### src/rtl/amu_seq_pkg.sv
// Shared types for the readout-conversion sequencer.
// Assumes: one control clock domain, all durations in cycles of it.
package amu_seq_pkg;

    // Phases of one read-and-convert cycle
    typedef enum logic [3:0] {
        ST_IDLE,
        ST_ADDR_A,
        ST_REL_A,
        ST_SET_A,
        ST_RST_MID,
        ST_ADDR_B,
        ST_REL_B,
        ST_SET_B,
        ST_JOIN,
        ST_AZ,
        ST_ICS,
        ST_CONV,
        ST_DONE
    } seq_state_e;

    // Control strobes driven toward the analog chip
    typedef struct packed {
        logic amp_rst;
        logic rd_en;
        logic conn;
        logic az;
        logic ics;
        logic conv_en;
    } strobe_t;

endpackage

### src/rtl/seq_phase_timer.sv
// Phase duration counter.
// Counts cycles since the last restart and flags the last cycle of a
// phase of len_i cycles. A length of 0 behaves as 1. Saturates at its
// maximum, so the flag stays high once reached.
module seq_phase_timer #(
    parameter int DUR_W = 16
) (
    input  logic             clk,
    input  logic             rst_n,
    input  logic             restart_i,
    input  logic [DUR_W-1:0] len_i,
    output logic             last_o
);
    localparam logic [DUR_W-1:0] INC  = 1;
    localparam logic [DUR_W:0]   INCW = 1;

    logic [DUR_W-1:0] cnt_q;

    // cycle counter, cleared on phase entry
    always_ff @(posedge clk) begin
        if (!rst_n || restart_i) begin
            cnt_q <= '0;
        end else if (cnt_q != '1) begin
            cnt_q <= cnt_q + INC;
        end
    end

    // last cycle when elapsed+1 reaches the programmed length
    assign last_o = ({1'b0, cnt_q} + INCW) >= {1'b0, len_i};

endmodule

### src/rtl/seq_scan_engine.sv
// Scan-out engine.
// A one-cycle kick starts a sweep of NCH channel addresses, one per
// cycle, with a valid flag. Assumes kick only arrives while idle.
module seq_scan_engine #(
    parameter  int NCH  = 32,
    localparam int CH_W = $clog2(NCH)
) (
    input  logic            clk,
    input  logic            rst_n,
    input  logic            kick_i,
    output logic            active_o,
    output logic [CH_W-1:0] chan_o
);
    localparam logic [CH_W-1:0] LAST = CH_W'(NCH - 1);
    localparam logic [CH_W-1:0] STEP = 1;

    logic            active_q;
    logic [CH_W-1:0] chan_q;

    // sweep channel index from 0 to NCH-1 after a kick
    always_ff @(posedge clk) begin
        if (!rst_n) begin
            active_q <= 1'b0;
            chan_q   <= '0;
        end else if (kick_i) begin
            active_q <= 1'b1;
            chan_q   <= '0;
        end else if (active_q) begin
            if (chan_q == LAST) begin
                active_q <= 1'b0;
            end else begin
                chan_q <= chan_q + STEP;
            end
        end
    end

    assign active_o = active_q;
    assign chan_o   = chan_q;

endmodule

### src/rtl/seq_front_fsm.sv
// Setup and conversion state machine.
// Walks the address / release / settle / auto-zero / input-switch /
// convert phases, with a two-cell difference variant. Phase lengths
// come from an external timer (phase_len_o out, phase_last_i back).
// Assumes: scan_busy_i reflects the scan engine in the same cycle.
module seq_front_fsm
    import amu_seq_pkg::*;
#(
    parameter int          CELL_W       = 6,
    parameter int          DUR_W        = 16,
    parameter int unsigned CORR_MIN_CYC = 1000
) (
    input  logic              clk,
    input  logic              rst_n,
    input  logic              start_i,
    input  logic              corr_i,
    input  logic [CELL_W-1:0] cell_a_i,
    input  logic [CELL_W-1:0] cell_b_i,
    input  logic              fsc_i,
    input  logic [DUR_W-1:0]  settle_len_i,
    input  logic [DUR_W-1:0]  az_len_i,
    input  logic [DUR_W-1:0]  ics_len_i,
    input  logic [DUR_W-1:0]  timeout_len_i,
    input  logic              scan_busy_i,
    input  logic              phase_last_i,
    output logic              phase_restart_o,
    output logic [DUR_W-1:0]  phase_len_o,
    output logic [CELL_W-1:0] rd_addr_o,
    output strobe_t           strobe_o,
    output logic              load_o
);
    localparam logic [DUR_W-1:0] INC = 1;

    seq_state_e        state_q, state_d;
    logic              corr_q;
    logic              use_b_q;
    logic [CELL_W-1:0] cell_a_q, cell_b_q;
    logic [DUR_W-1:0]  elapsed_q;
    logic              accept;
    logic              in_setup;
    logic              floor_ok;

    assign accept   = (state_q == ST_IDLE) && start_i;
    assign in_setup = state_q inside {ST_ADDR_A, ST_REL_A, ST_SET_A, ST_RST_MID,
                                      ST_ADDR_B, ST_REL_B, ST_SET_B, ST_JOIN};
    assign floor_ok = (32'(elapsed_q) + 32'd1) >= CORR_MIN_CYC;

    // next-phase selection
    always_comb begin
        state_d = state_q;
        unique case (state_q)
            ST_IDLE:    if (start_i) state_d = ST_ADDR_A;
            ST_ADDR_A:  state_d = ST_REL_A;
            ST_REL_A:   state_d = ST_SET_A;
            ST_SET_A:   if (phase_last_i) state_d = corr_q ? ST_RST_MID : ST_AZ;
            ST_RST_MID: if (phase_last_i) state_d = ST_ADDR_B;
            ST_ADDR_B:  state_d = ST_REL_B;
            ST_REL_B:   state_d = ST_SET_B;
            ST_SET_B:   if (phase_last_i) state_d = ST_JOIN;
            ST_JOIN:    if (phase_last_i && floor_ok) state_d = ST_AZ;
            ST_AZ:      if (phase_last_i) state_d = ST_ICS;
            ST_ICS:     if (phase_last_i) state_d = ST_CONV;
            ST_CONV:    if (fsc_i || phase_last_i) state_d = ST_DONE;
            ST_DONE:    if (!scan_busy_i) state_d = ST_IDLE;
            default:    state_d = ST_IDLE;
        endcase
    end

    // phase register
    always_ff @(posedge clk) begin
        if (!rst_n) state_q <= ST_IDLE;
        else        state_q <= state_d;
    end

    // capture mode and addresses when a cycle is accepted
    always_ff @(posedge clk) begin
        if (!rst_n) begin
            corr_q   <= 1'b0;
            cell_a_q <= '0;
            cell_b_q <= '0;
        end else if (accept) begin
            corr_q   <= corr_i;
            cell_a_q <= cell_a_i;
            cell_b_q <= cell_b_i;
        end
    end

    // steer read address to the second cell once it is addressed
    always_ff @(posedge clk) begin
        if (!rst_n || accept)          use_b_q <= 1'b0;
        else if (state_d == ST_ADDR_B) use_b_q <= 1'b1;
    end

    // setup-length counter for the difference-mode floor
    always_ff @(posedge clk) begin
        if (!rst_n || accept)              elapsed_q <= '0;
        else if (in_setup && elapsed_q != '1) elapsed_q <= elapsed_q + INC;
    end

    // length of the phase currently running
    always_comb begin
        unique case (state_q)
            ST_SET_A, ST_RST_MID, ST_SET_B, ST_JOIN: phase_len_o = settle_len_i;
            ST_AZ:   phase_len_o = az_len_i;
            ST_ICS:  phase_len_o = ics_len_i;
            ST_CONV: phase_len_o = timeout_len_i;
            default: phase_len_o = '0;
        endcase
    end

    // strobe decode per phase
    always_comb begin
        strobe_o.amp_rst = 1'b1;
        strobe_o.rd_en   = 1'b0;
        strobe_o.conn    = 1'b1;
        strobe_o.az      = 1'b0;
        strobe_o.ics     = 1'b0;
        strobe_o.conv_en = 1'b0;
        unique case (state_q)
            ST_REL_A: strobe_o.amp_rst = 1'b0;
            ST_SET_A, ST_JOIN: begin
                strobe_o.amp_rst = 1'b0;
                strobe_o.rd_en   = 1'b1;
            end
            ST_RST_MID, ST_ADDR_B: strobe_o.conn = 1'b0;
            ST_REL_B: begin
                strobe_o.amp_rst = 1'b0;
                strobe_o.conn    = 1'b0;
            end
            ST_SET_B: begin
                strobe_o.amp_rst = 1'b0;
                strobe_o.rd_en   = 1'b1;
                strobe_o.conn    = 1'b0;
            end
            ST_AZ: begin
                strobe_o.amp_rst = 1'b0;
                strobe_o.rd_en   = 1'b1;
                strobe_o.az      = 1'b1;
            end
            ST_ICS: begin
                strobe_o.amp_rst = 1'b0;
                strobe_o.rd_en   = 1'b1;
                strobe_o.ics     = 1'b1;
            end
            ST_CONV: begin
                strobe_o.amp_rst = 1'b0;
                strobe_o.rd_en   = 1'b1;
                strobe_o.ics     = 1'b1;
                strobe_o.conv_en = 1'b1;
            end
            default: ;
        endcase
    end

    assign phase_restart_o = (state_d != state_q);
    assign rd_addr_o       = use_b_q ? cell_b_q : cell_a_q;
    assign load_o          = (state_q == ST_DONE) && !scan_busy_i;

endmodule

### src/rtl/amu_conv_seq.sv
// Top of the readout-conversion sequencer.
// Joins the setup/convert state machine, its phase timer and the
// scan-out engine. The load pulse is the handoff between the two halves.
module amu_conv_seq
    import amu_seq_pkg::*;
#(
    parameter  int          NCH          = 32,
    parameter  int          CELL_W       = 6,
    parameter  int          DUR_W        = 16,
    parameter  int unsigned CORR_MIN_CYC = 1000,
    localparam int          CH_W         = $clog2(NCH)
) (
    input  logic              clk,
    input  logic              rst_n,
    input  logic              start_i,
    input  logic              corr_mode_i,
    input  logic [CELL_W-1:0] cell_a_i,
    input  logic [CELL_W-1:0] cell_b_i,
    input  logic              fsc_i,
    input  logic [DUR_W-1:0]  settle_len_i,
    input  logic [DUR_W-1:0]  az_len_i,
    input  logic [DUR_W-1:0]  ics_len_i,
    input  logic [DUR_W-1:0]  timeout_len_i,
    output logic [CELL_W-1:0] rd_addr_o,
    output logic              amp_rst_o,
    output logic              rd_en_o,
    output logic              conn_o,
    output logic              az_o,
    output logic              ics_o,
    output logic              conv_en_o,
    output logic              load_o,
    output logic [CH_W-1:0]   chan_o,
    output logic              dv_o
);
    strobe_t          strobe;
    logic             scan_busy;
    logic             phase_restart;
    logic             phase_last;
    logic [DUR_W-1:0] phase_len;

    seq_front_fsm #(
        .CELL_W       (CELL_W),
        .DUR_W        (DUR_W),
        .CORR_MIN_CYC (CORR_MIN_CYC)
    ) u_front (
        .clk             (clk),
        .rst_n           (rst_n),
        .start_i         (start_i),
        .corr_i          (corr_mode_i),
        .cell_a_i        (cell_a_i),
        .cell_b_i        (cell_b_i),
        .fsc_i           (fsc_i),
        .settle_len_i    (settle_len_i),
        .az_len_i        (az_len_i),
        .ics_len_i       (ics_len_i),
        .timeout_len_i   (timeout_len_i),
        .scan_busy_i     (scan_busy),
        .phase_last_i    (phase_last),
        .phase_restart_o (phase_restart),
        .phase_len_o     (phase_len),
        .rd_addr_o       (rd_addr_o),
        .strobe_o        (strobe),
        .load_o          (load_o)
    );

    seq_phase_timer #(.DUR_W(DUR_W)) u_timer (
        .clk       (clk),
        .rst_n     (rst_n),
        .restart_i (phase_restart),
        .len_i     (phase_len),
        .last_o    (phase_last)
    );

    seq_scan_engine #(.NCH(NCH)) u_scan (
        .clk      (clk),
        .rst_n    (rst_n),
        .kick_i   (load_o),
        .active_o (scan_busy),
        .chan_o   (chan_o)
    );

    assign amp_rst_o = strobe.amp_rst;
    assign rd_en_o   = strobe.rd_en;
    assign conn_o    = strobe.conn;
    assign az_o      = strobe.az;
    assign ics_o     = strobe.ics;
    assign conv_en_o = strobe.conv_en;
    assign dv_o      = scan_busy;

endmodule

### config.mk
export PLATFORM = sky130hd
export DESIGN_NAME = amu_conv_seq
export DESIGN_NICKNAME = d
export VERILOG_FILES = /design/src/rtl/amu_seq_pkg.sv /design/src/rtl/seq_phase_timer.sv /design/src/rtl/seq_scan_engine.sv /design/src/rtl/seq_front_fsm.sv /design/src/rtl/amu_conv_seq.sv
export SDC_FILE = /design/constraint.sdc
export NUM_CORES = 1
export LEC_CHECK = 0
export BUFFER_PORTS_ARGS = -buffer_cell sky130_fd_sc_hd__buf_2
export CAP_MARGIN = 20
export CORE_MARGIN = 2
export CORE_UTILIZATION = 35
export CTS_CLUSTER_SIZE = 20
export DETAILED_ROUTE_END_ITERATION = 10
export GPL_TIMING_DRIVEN = 0
export PLACE_DENSITY = 0.59
export SLEW_MARGIN = 20
export SYNTH_ARGS = -nofsm -noshare
export SYNTH_HDL_FRONTEND = slang
export SYNTH_SLANG_ARGS = --single-unit
### constraint.sdc
create_clock -name clk -period 5.24 [get_ports clk]
set_clock_uncertainty 0.1 [all_clocks]
set_input_delay 0.524 -clock clk [delete_from_list [all_inputs] [get_ports clk]]
set_output_delay 0.524 -clock clk [all_outputs]
set_load 0.05 [all_outputs]
==> results of run 1 <==
layer usage:
layer	routed length, µm	vias up
met5	0	-
met4	138	0
met3	676	13
met2	5020	112
met1	4940	1776
li1	-	1921
power by group through the flow:
| stage | registers, mW | logic [mW] | clock network [mW] |
|---|---|---|---|
| 2_1_floorplan | 0.482 | 0.432 | 0 |
| 3_3_place_gp | 0.487 | 0.594 | 0 |
| 3_5_place_dp | 0.488 | 0.604 | 0 |
| 4_1_cts | 0.479 | 0.605 | 0.303 |
| 5_1_grt | 0.483 | 0.663 | 0.317 |
| 6_report | 0.478 | 0.603 | 0.294 |
sequential cells by signal (all words and copies together), names as in the netlist:
register / cells
u_front.cell_a_q: 6
u_front.cell_b_q: 6
u_front.corr_q: 1
u_front.elapsed_q: 16
u_front.state_q: 4
u_front.use_b_q: 1
u_scan.active_o: 1
u_scan.chan_o: 5
u_timer.cnt_q: 16
layout by cell type (no fill, tap or decap), types with 4 or more instances in the layout:
| master | netlist | final |
|---|---|---|
| a211oi_1 | 5 | 5 |
| a21oi_1 | 24 | 24 |
| a22oi_1 | 22 | 22 |
| buf_2 | 7 | 107 |
| clkbuf_1 | 18 | 18 |
| clkbuf_8 | 0 | 5 |
| dfxtp_1 | 56 | 56 |
| ha_1 | 21 | 21 |
| inv_1 | 14 | 14 |
| mux2_2 | 7 | 7 |
| mux2i_1 | 32 | 32 |
| nand2_1 | 50 | 50 |
| nand3_1 | 14 | 14 |
| nand4_1 | 8 | 8 |
| nor2_1 | 64 | 64 |
| nor2b_1 | 5 | 5 |
| nor3_1 | 4 | 4 |
| nor4_1 | 4 | 4 |
| o21ai_0 | 28 | 28 |
| or3_1 | 7 | 7 |
| xnor2_1 | 13 | 13 |
| xor2_1 | 18 | 18 |
cells by family after synthesis:
logic type,synth area share [%]
flops,29.1
buf+inv,4.65
fa+ha+maj,6.82
simple gates,23.3
mux,10.4
xor+xnor,7.05
compound gates,18.7
worst min-delay path, delay by kind of cell:
kind	cells	cell delay (ns)
and+or+nand+nor	1	0.07
buffers and inverters	1	0.08
muxes	1	0.05
cell usage after synthesis (14+ instances only):
cell type  instances
xor2_1            18
clkbuf_1          18
a22oi_1           22
ha_1              21
nor2_1            64
a21oi_1           24
nand3_1           14
nand2_1           50
inv_1             14
dfxtp_1           56
mux2i_1           32
o21ai_0           28
final cells by class:
cell class | instances | area, µm² | area share (%)
inverters | 14 | 52.6 | 1.13
repair buffers | 100 | 500 | 10.8
multi-input cells | 379 | 2550 | 54.9
clock buffers | 5 | 68.8 | 1.48
flip-flops and latches | 56 | 1120 | 24.1
plain buffers | 28 | 126 | 2.72
well taps | 140 | 175 | 3.77
clock inverters | 3 | 47.5 | 1.02
worst paths after layout:
kind,slack (ns),endpoint,from
worst max-delay path,0.50,u_timer.cnt_q[9],u_front.state_q[1]
worst min-delay path,0.34,u_front.cell_a_q[2],cell_a_i[2]
worst max register to register,0.50,u_timer.cnt_q[9],u_front.state_q[1]
worst min register to register,0.40,u_front.cell_b_q[4],u_front.cell_b_q[4]
metrics by stage:
stage | hold slack, ns | instances | area [µm²] | utilization [%]
final | 0.337 | 725 | 4640 | 43.0
after global routing | 0.337 | 725 | 4640 | 43.0
after CTS | 0.325 | 725 | 4640 | 43.0
after detailed placement | 0.382 | 717 | 4530 | 41.9
after global placement | 0.371 | 716 | 4520 | 41.9
after floorplan | 0.358 | 477 | 3850 | -
==> results.sh, run 1 <==
export IMPL_place_congestion=0.857
export IMPL_synthArstFlopShare_pct=0
export IMPL_drt_iter0_drc=194
export IMPL_ys_seq_area_share_pct=29.1
export IMPL_cts_htree_levels=2
export IMPL_drive_gt1_share_pct=23.4
export IMPL_clock_sinks=56
export IMPL_critPathArrivalTime_ns=4.89
export IMPL_finalSetupViolCount=0
export IMPL_tightest_slew_ns=0.765
export IMPL_nNetsFinal=686
export IMPL_fin_crit_sh_pct=90.4
export IMPL_finalSetupTns_ns=0
export IMPL_cts_buffers_inserted=5
export IMPL_ir_drop_v=0.000187
export IMPL_syn_to_final_growth_pct=20.6
export IMPL_p_comb_share_pct=43.8
export IMPL_cap_violations=0
export IMPL_path_depth=15
export IMPL_internal_power_mw=0.813
export IMPL_max_stage_delay_ns=0.63
export IMPL_relSlewSlack_pct=49.0
export IMPL_grt_pass1_wl_um=17600
export IMPL_synth_flop_cell="dfxtp_1"
export IMPL_grt_usage_pct=18.6
export IMPL_cpLargestDelayFamily="buffers and inverters"
export IMPL_endpoint_kind="register"
export IMPL_detail_route_antenna_nets=0
export IMPL_crit_chain="clkbuf_1, buf_2, clkbuf_1, mux2i_1, o21ai_0, a22oi_1, ha_1, a211oi_1, nand2_1, a211oi_1, a21oi_1, nor2_1, o2111ai_4, buf_6, a21oi_1"
export IMPL_grtUsageMet3_pct=3.05
export IMPL_hold_class="primary input to register"
export IMPL_hold_buffers=0
export IMPL_total_power_mw=1.38
export IMPL_slowest_stage="clkbuf_1"
export IMPL_wirelength_um=10800
export IMPL_timing_critical_path_required_ns=5.39
export IMPL_hold_depth=3
export IMPL_power_density_nw_per_um2=296
export IMPL_netlist_cell_type_count=59
export IMPL_remaining_drc_errors=0
export IMPL_cts_setup_buffers=0
export IMPL_start_kind="register"
export IMPL_cts_tree="built"
export IMPL_yosysWarnings=0
export IMPL_antenna_found_initial=0
export IMPL_netlist_top_cell_by_area="dfxtp_1"
export IMPL_post_dp_hpwl_um=8410
export IMPL_p_switching_mw=0.562
export IMPL_top_level_ports=100
export IMPL_finalHoldViolCount=0
export IMPL_synth_edf_count=0
export IMPL_io_buffers=99
export IMPL_yosys_top_cells_area="dfxtp_1 (29%), mux2i_1 (8.3%), ha_1 (6.8%)"
export IMPL_grt_pass1_vias=3676
export IMPL_clk_pin_slew_ns=0.11
export IMPL_switching_share_pct=40.8
export IMPL_start_util_pct=35.7
export IMPL_yosys_area_top_type_share_pct=29.1
export IMPL_critPathKind="register to register"
export IMPL_use_met2_pct=31.6
export IMPL_fmax_mhz=211
export IMPL_syn_cell_area_um2=3850
export IMPL_ys_seq_elements=56
export IMPL_status="finished, final reports clean"
export IMPL_drtPass1Iterations=4
export IMPL_place_ws_ns=0.494
export IMPL_top_usage_layer="met2"
export IMPL_grt_use_met1_pct=24.4
export IMPL_root_buffer="clkbuf_8"
export IMPL_setup_ws_ns=0.502
export IMPL_die_width_um=109
export IMPL_fillers=1103
export IMPL_grt_max_degree=19
export IMPL_path_buf_inv=4
export IMPL_vias=3822
export IMPL_fin_crit_ns=4.74
export IMPL_rsz0062_at_grt="no"
export IMPL_cts_resized=0
export IMPL_num_rows=38
export IMPL_via_per_inst=5.27
export IMPL_syn_num_nets=579
export IMPL_clock_path_buffers=2
export IMPL_die_h_um=109
export IMPL_r2r_cells=15
export IMPL_insertion_delay_ns=0.31
export IMPL_dieArea_um2=11900
export IMPL_n_antenna_cell=0
export IMPL_syn_inst=477
export IMPL_slew_violations=0
export IMPL_pwr_share_clk_pct=21.4
export IMPL_crit_fanout=10
export IMPL_leakagePower_nw=1.97
export IMPL_avgSynthCellArea_um2=8.07
export IMPL_overflow=0
export IMPL_seqPwrFrac_pct=34.8
export IMPL_drt_wirelength_per_cell_um=14.9
export IMPL_coreArea_um2=10800
No activity file was read; power rests on OpenSTA's default activity.
==> run 2, diff against run 1 <==
--- a/config.mk
+++ b/config.mk
@@ -8,10 +8,10 @@
 export BUFFER_PORTS_ARGS = -buffer_cell sky130_fd_sc_hd__buf_2
 export CAP_MARGIN = 20
-export CORE_MARGIN = 2
-export CORE_UTILIZATION = 35
+export CORE_MARGIN = 5
+export CORE_UTILIZATION = 54
 export CTS_CLUSTER_SIZE = 20
 export DETAILED_ROUTE_END_ITERATION = 10
 export GPL_TIMING_DRIVEN = 0
-export PLACE_DENSITY = 0.59
+export PLACE_DENSITY = 0.83
 export SLEW_MARGIN = 20
 export SYNTH_ARGS = -nofsm -noshare
==> constraint.sdc (replaced) <==
create_clock -name clk -period 5.24 [get_ports clk]
set_clock_uncertainty 0.1 [all_clocks]
set_input_delay 1.048 -clock clk [delete_from_list [all_inputs] [get_ports clk]]
set_output_delay 1.048 -clock clk [all_outputs]
set_load 0.05 [all_outputs]
==> run 2 against run 1 <==
Compared with the run above:
- clock power decreased by 18%
- sequential cell count unchanged
- critical path depth increased by 1
- cell count decreased by 6.2%
- hold slack improved by 0.068 ns
- global-route usage increased by 5.0 points
- combinational power decreased by 1%
- count of clock-buffer cells in the layout increased by 1
- largest cell class unchanged
- first-iteration DRC count increased by 10%
==> results.sh, run 2 (same netlist as run 1, synthesis figures left out) <==
export IMPL_grt_max_degree=18
export IMPL_slew_violations=0
export IMPL_post_dp_hpwl_um=8220
export IMPL_rsz0062_at_grt="no"
export IMPL_slowest_stage="o31ai_2"
export IMPL_path_buf_inv=4
export IMPL_switching_share_pct=41.9
export IMPL_crit_start="u_front.state_q[3]"
export IMPL_rr_startpoint="u_front.state_q[3]"
export IMPL_dieArea_um2=8920
export IMPL_crit_chain="buf_2, nor2b_1, clkbuf_1, nor2_1, o31ai_2, clkbuf_1, a22oi_1, ha_1, a211oi_1, nand2_1, a211oi_1, a21oi_1, nor2_1, o2111ai_4, buf_6, a21oi_1"
export IMPL_reg2reg_slack_ns=0.51
export IMPL_start_util_pct=56.1
export IMPL_top_level_ports=100
export IMPL_drt_iter0_drc=214
export IMPL_power_density_nw_per_um2=288
export IMPL_critPathKind="register to register"
export IMPL_via_per_inst=5.74
export IMPL_insertion_delay_ns=0.31
export IMPL_antenna_found_initial=0
export IMPL_finalSetupTns_ns=0
export IMPL_placed_area_um2=4470
export IMPL_clk_pin_slew_ns=0.10
export IMPL_worstReg2RegEnd="u_timer.cnt_q[0]"
export IMPL_drtPass1Iterations=5
export IMPL_placedCellCount=672
export IMPL_path_depth=16
export IMPL_detail_route_antenna_nets=0
export IMPL_wirelength_um=10500
export IMPL_hold_depth=2
export IMPL_critPathArrivalTime_ns=4.87
export IMPL_internal_power_mw=0.764
export IMPL_nNetsFinal=685
export IMPL_pwr_share_clk_pct=18.3
export IMPL_endpoint_kind="register"
export IMPL_setup_ws_ns=0.512
export IMPL_cts_tree="built"
export IMPL_fmax_mhz=212
export IMPL_syn_to_final_growth_pct=18.4
export IMPL_num_rows=30
export IMPL_final_area_um2=4560
export IMPL_fin_crit_sh_pct=90.2
export IMPL_seqPwrFrac_pct=36.4
export IMPL_cts_resized=0
export IMPL_cpLargestDelayFamily="compound AO/OA/AOI/OAI gates"
export IMPL_reg_largest_list="u_front.elapsed_q (16), u_timer.cnt_q (16)"
export IMPL_grt_pass1_vias=3766
export IMPL_endpoint="u_timer.cnt_q[0]"
export IMPL_die_width_um=94.5
export IMPL_relSlewSlack_pct=50.7
export IMPL_layout_commonest_cell="buf_2"
export IMPL_hold_class="register to register"
export IMPL_root_buffer="clkbuf_8"
export IMPL_hold_buffers=0
export IMPL_final_cell_mix="buf_2 (106), nor2_1 (64), dfxtp_1 (56), nand2_1 (50), mux2i_1 (32)"
export IMPL_status="finished, final reports clean"
export IMPL_finalSetupViolCount=0
export IMPL_coreArea_um2=6870
export IMPL_fin_crit_ns=4.73
export IMPL_p_switching_mw=0.551
export IMPL_place_congestion=0.892
export IMPL_start_kind="register"
export IMPL_overflow=0
export IMPL_r2r_cells=16
export IMPL_clock_sinks=56
export IMPL_n_antenna_cell=0
export IMPL_stdcell_count=680
export IMPL_finalHoldViolCount=0
export IMPL_tightest_slew_ns=0.740
export IMPL_ir_drop_v=0.000171
export IMPL_timing_critical_path_required_ns=5.39
export IMPL_grt_usage_pct=23.7
export IMPL_clock_path_buffers=2
export IMPL_cts_htree_levels=2
export IMPL_crit_fanout=10
export IMPL_grt_pass1_wl_um=17100
export IMPL_remaining_drc_errors=0
export IMPL_die_h_um=94.5
export IMPL_drive_gt1_share_pct=23.3
export IMPL_max_stage_delay_ns=0.58
export IMPL_io_buffers=99
export IMPL_vias=3901
export IMPL_drt_wirelength_per_cell_um=15.4
export IMPL_cap_violations=0
export IMPL_leakagePower_nw=1.95
export IMPL_cts_buffers_inserted=5
export IMPL_cts_setup_buffers=0
export IMPL_place_ws_ns=0.379
export IMPL_p_comb_share_pct=45.3
## run 2: cell count changes in the layout (fill, tap and decap cells not counted)
cell | before | now
clkinvlp_4 | 0 | 1
o31ai_1 | 3 | 2
clkbuf_1 | 18 | 19
o31ai_2 | 0 | 1
buf_2 | 107 | 106
bufinv_16 | 1 | 0
clkinv_4 | 2 | 1
## run 2: cell type report
cell class	instances	area, µm²
Buffer	28	126
Clock buffer	6	72.6
Clock inverter	2	16.3
Fill cell	610	2310
Inverter	14	52.6
Multi-Input combinational cell	379	2560
Sequential cell	56	1120
Tap cell	96	120
Timing Repair Buffer	99	495
## run 2: worst min path at each step
stage          slack [ns]             endpoint           startpoint
6_report             0.40  u_front.cell_b_q[5]  u_front.cell_b_q[5]
5_1_grt              0.45  u_front.cell_a_q[2]  u_front.cell_a_q[2]
4_1_cts              0.41  u_front.cell_a_q[4]  u_front.cell_a_q[4]
3_5_place_dp         0.38  u_front.cell_a_q[4]  u_front.cell_a_q[4]
3_3_place_gp         0.37  u_front.cell_b_q[5]  u_front.cell_b_q[5]
2_1_floorplan        0.36  u_front.cell_b_q[0]  u_front.cell_b_q[0]
## run 2: tightest hold or removal path, delay by kind of cell (launching register included)
| kind | cells | cell delay (ns) |
|---|---|---|
| flops | 1 | 0.34 |
| mux | 1 | 0.06 |
| simple gates | 1 | 0.07 |
## run 2: per-stage QoR
stage | util [%] | hold slack [ns] | power (mW)
2_1_floorplan | - | 0.358 | 0.914
4_1_cts | 66.3 | 0.410 | 1.31
5_1_grt | 66.4 | 0.450 | 1.40
6_report | 66.4 | 0.404 | 1.32
3_3_place_gp | 65.0 | 0.369 | 1.05
3_5_place_dp | 65.0 | 0.385 | 1.08
## run 2: layer usage
metal,GRT usage (%),up-vias,routed length (µm)
met2,41.5,148,5090
met3,5.10,17,741
met4,8.29,0,191
met5,0,-,0
met1,28.5,1806,4430
li1,-,1930,-
## run 2: power groups by stage
stage	Sequential (mW)	Clock, mW	Combinational (mW)
global route	0.483	0.266	0.648
CTS	0.479	0.244	0.590
floorplan	0.482	0	0.432
global placement	0.486	0	0.567
finish	0.479	0.241	0.596
detailed placement	0.489	0	0.586
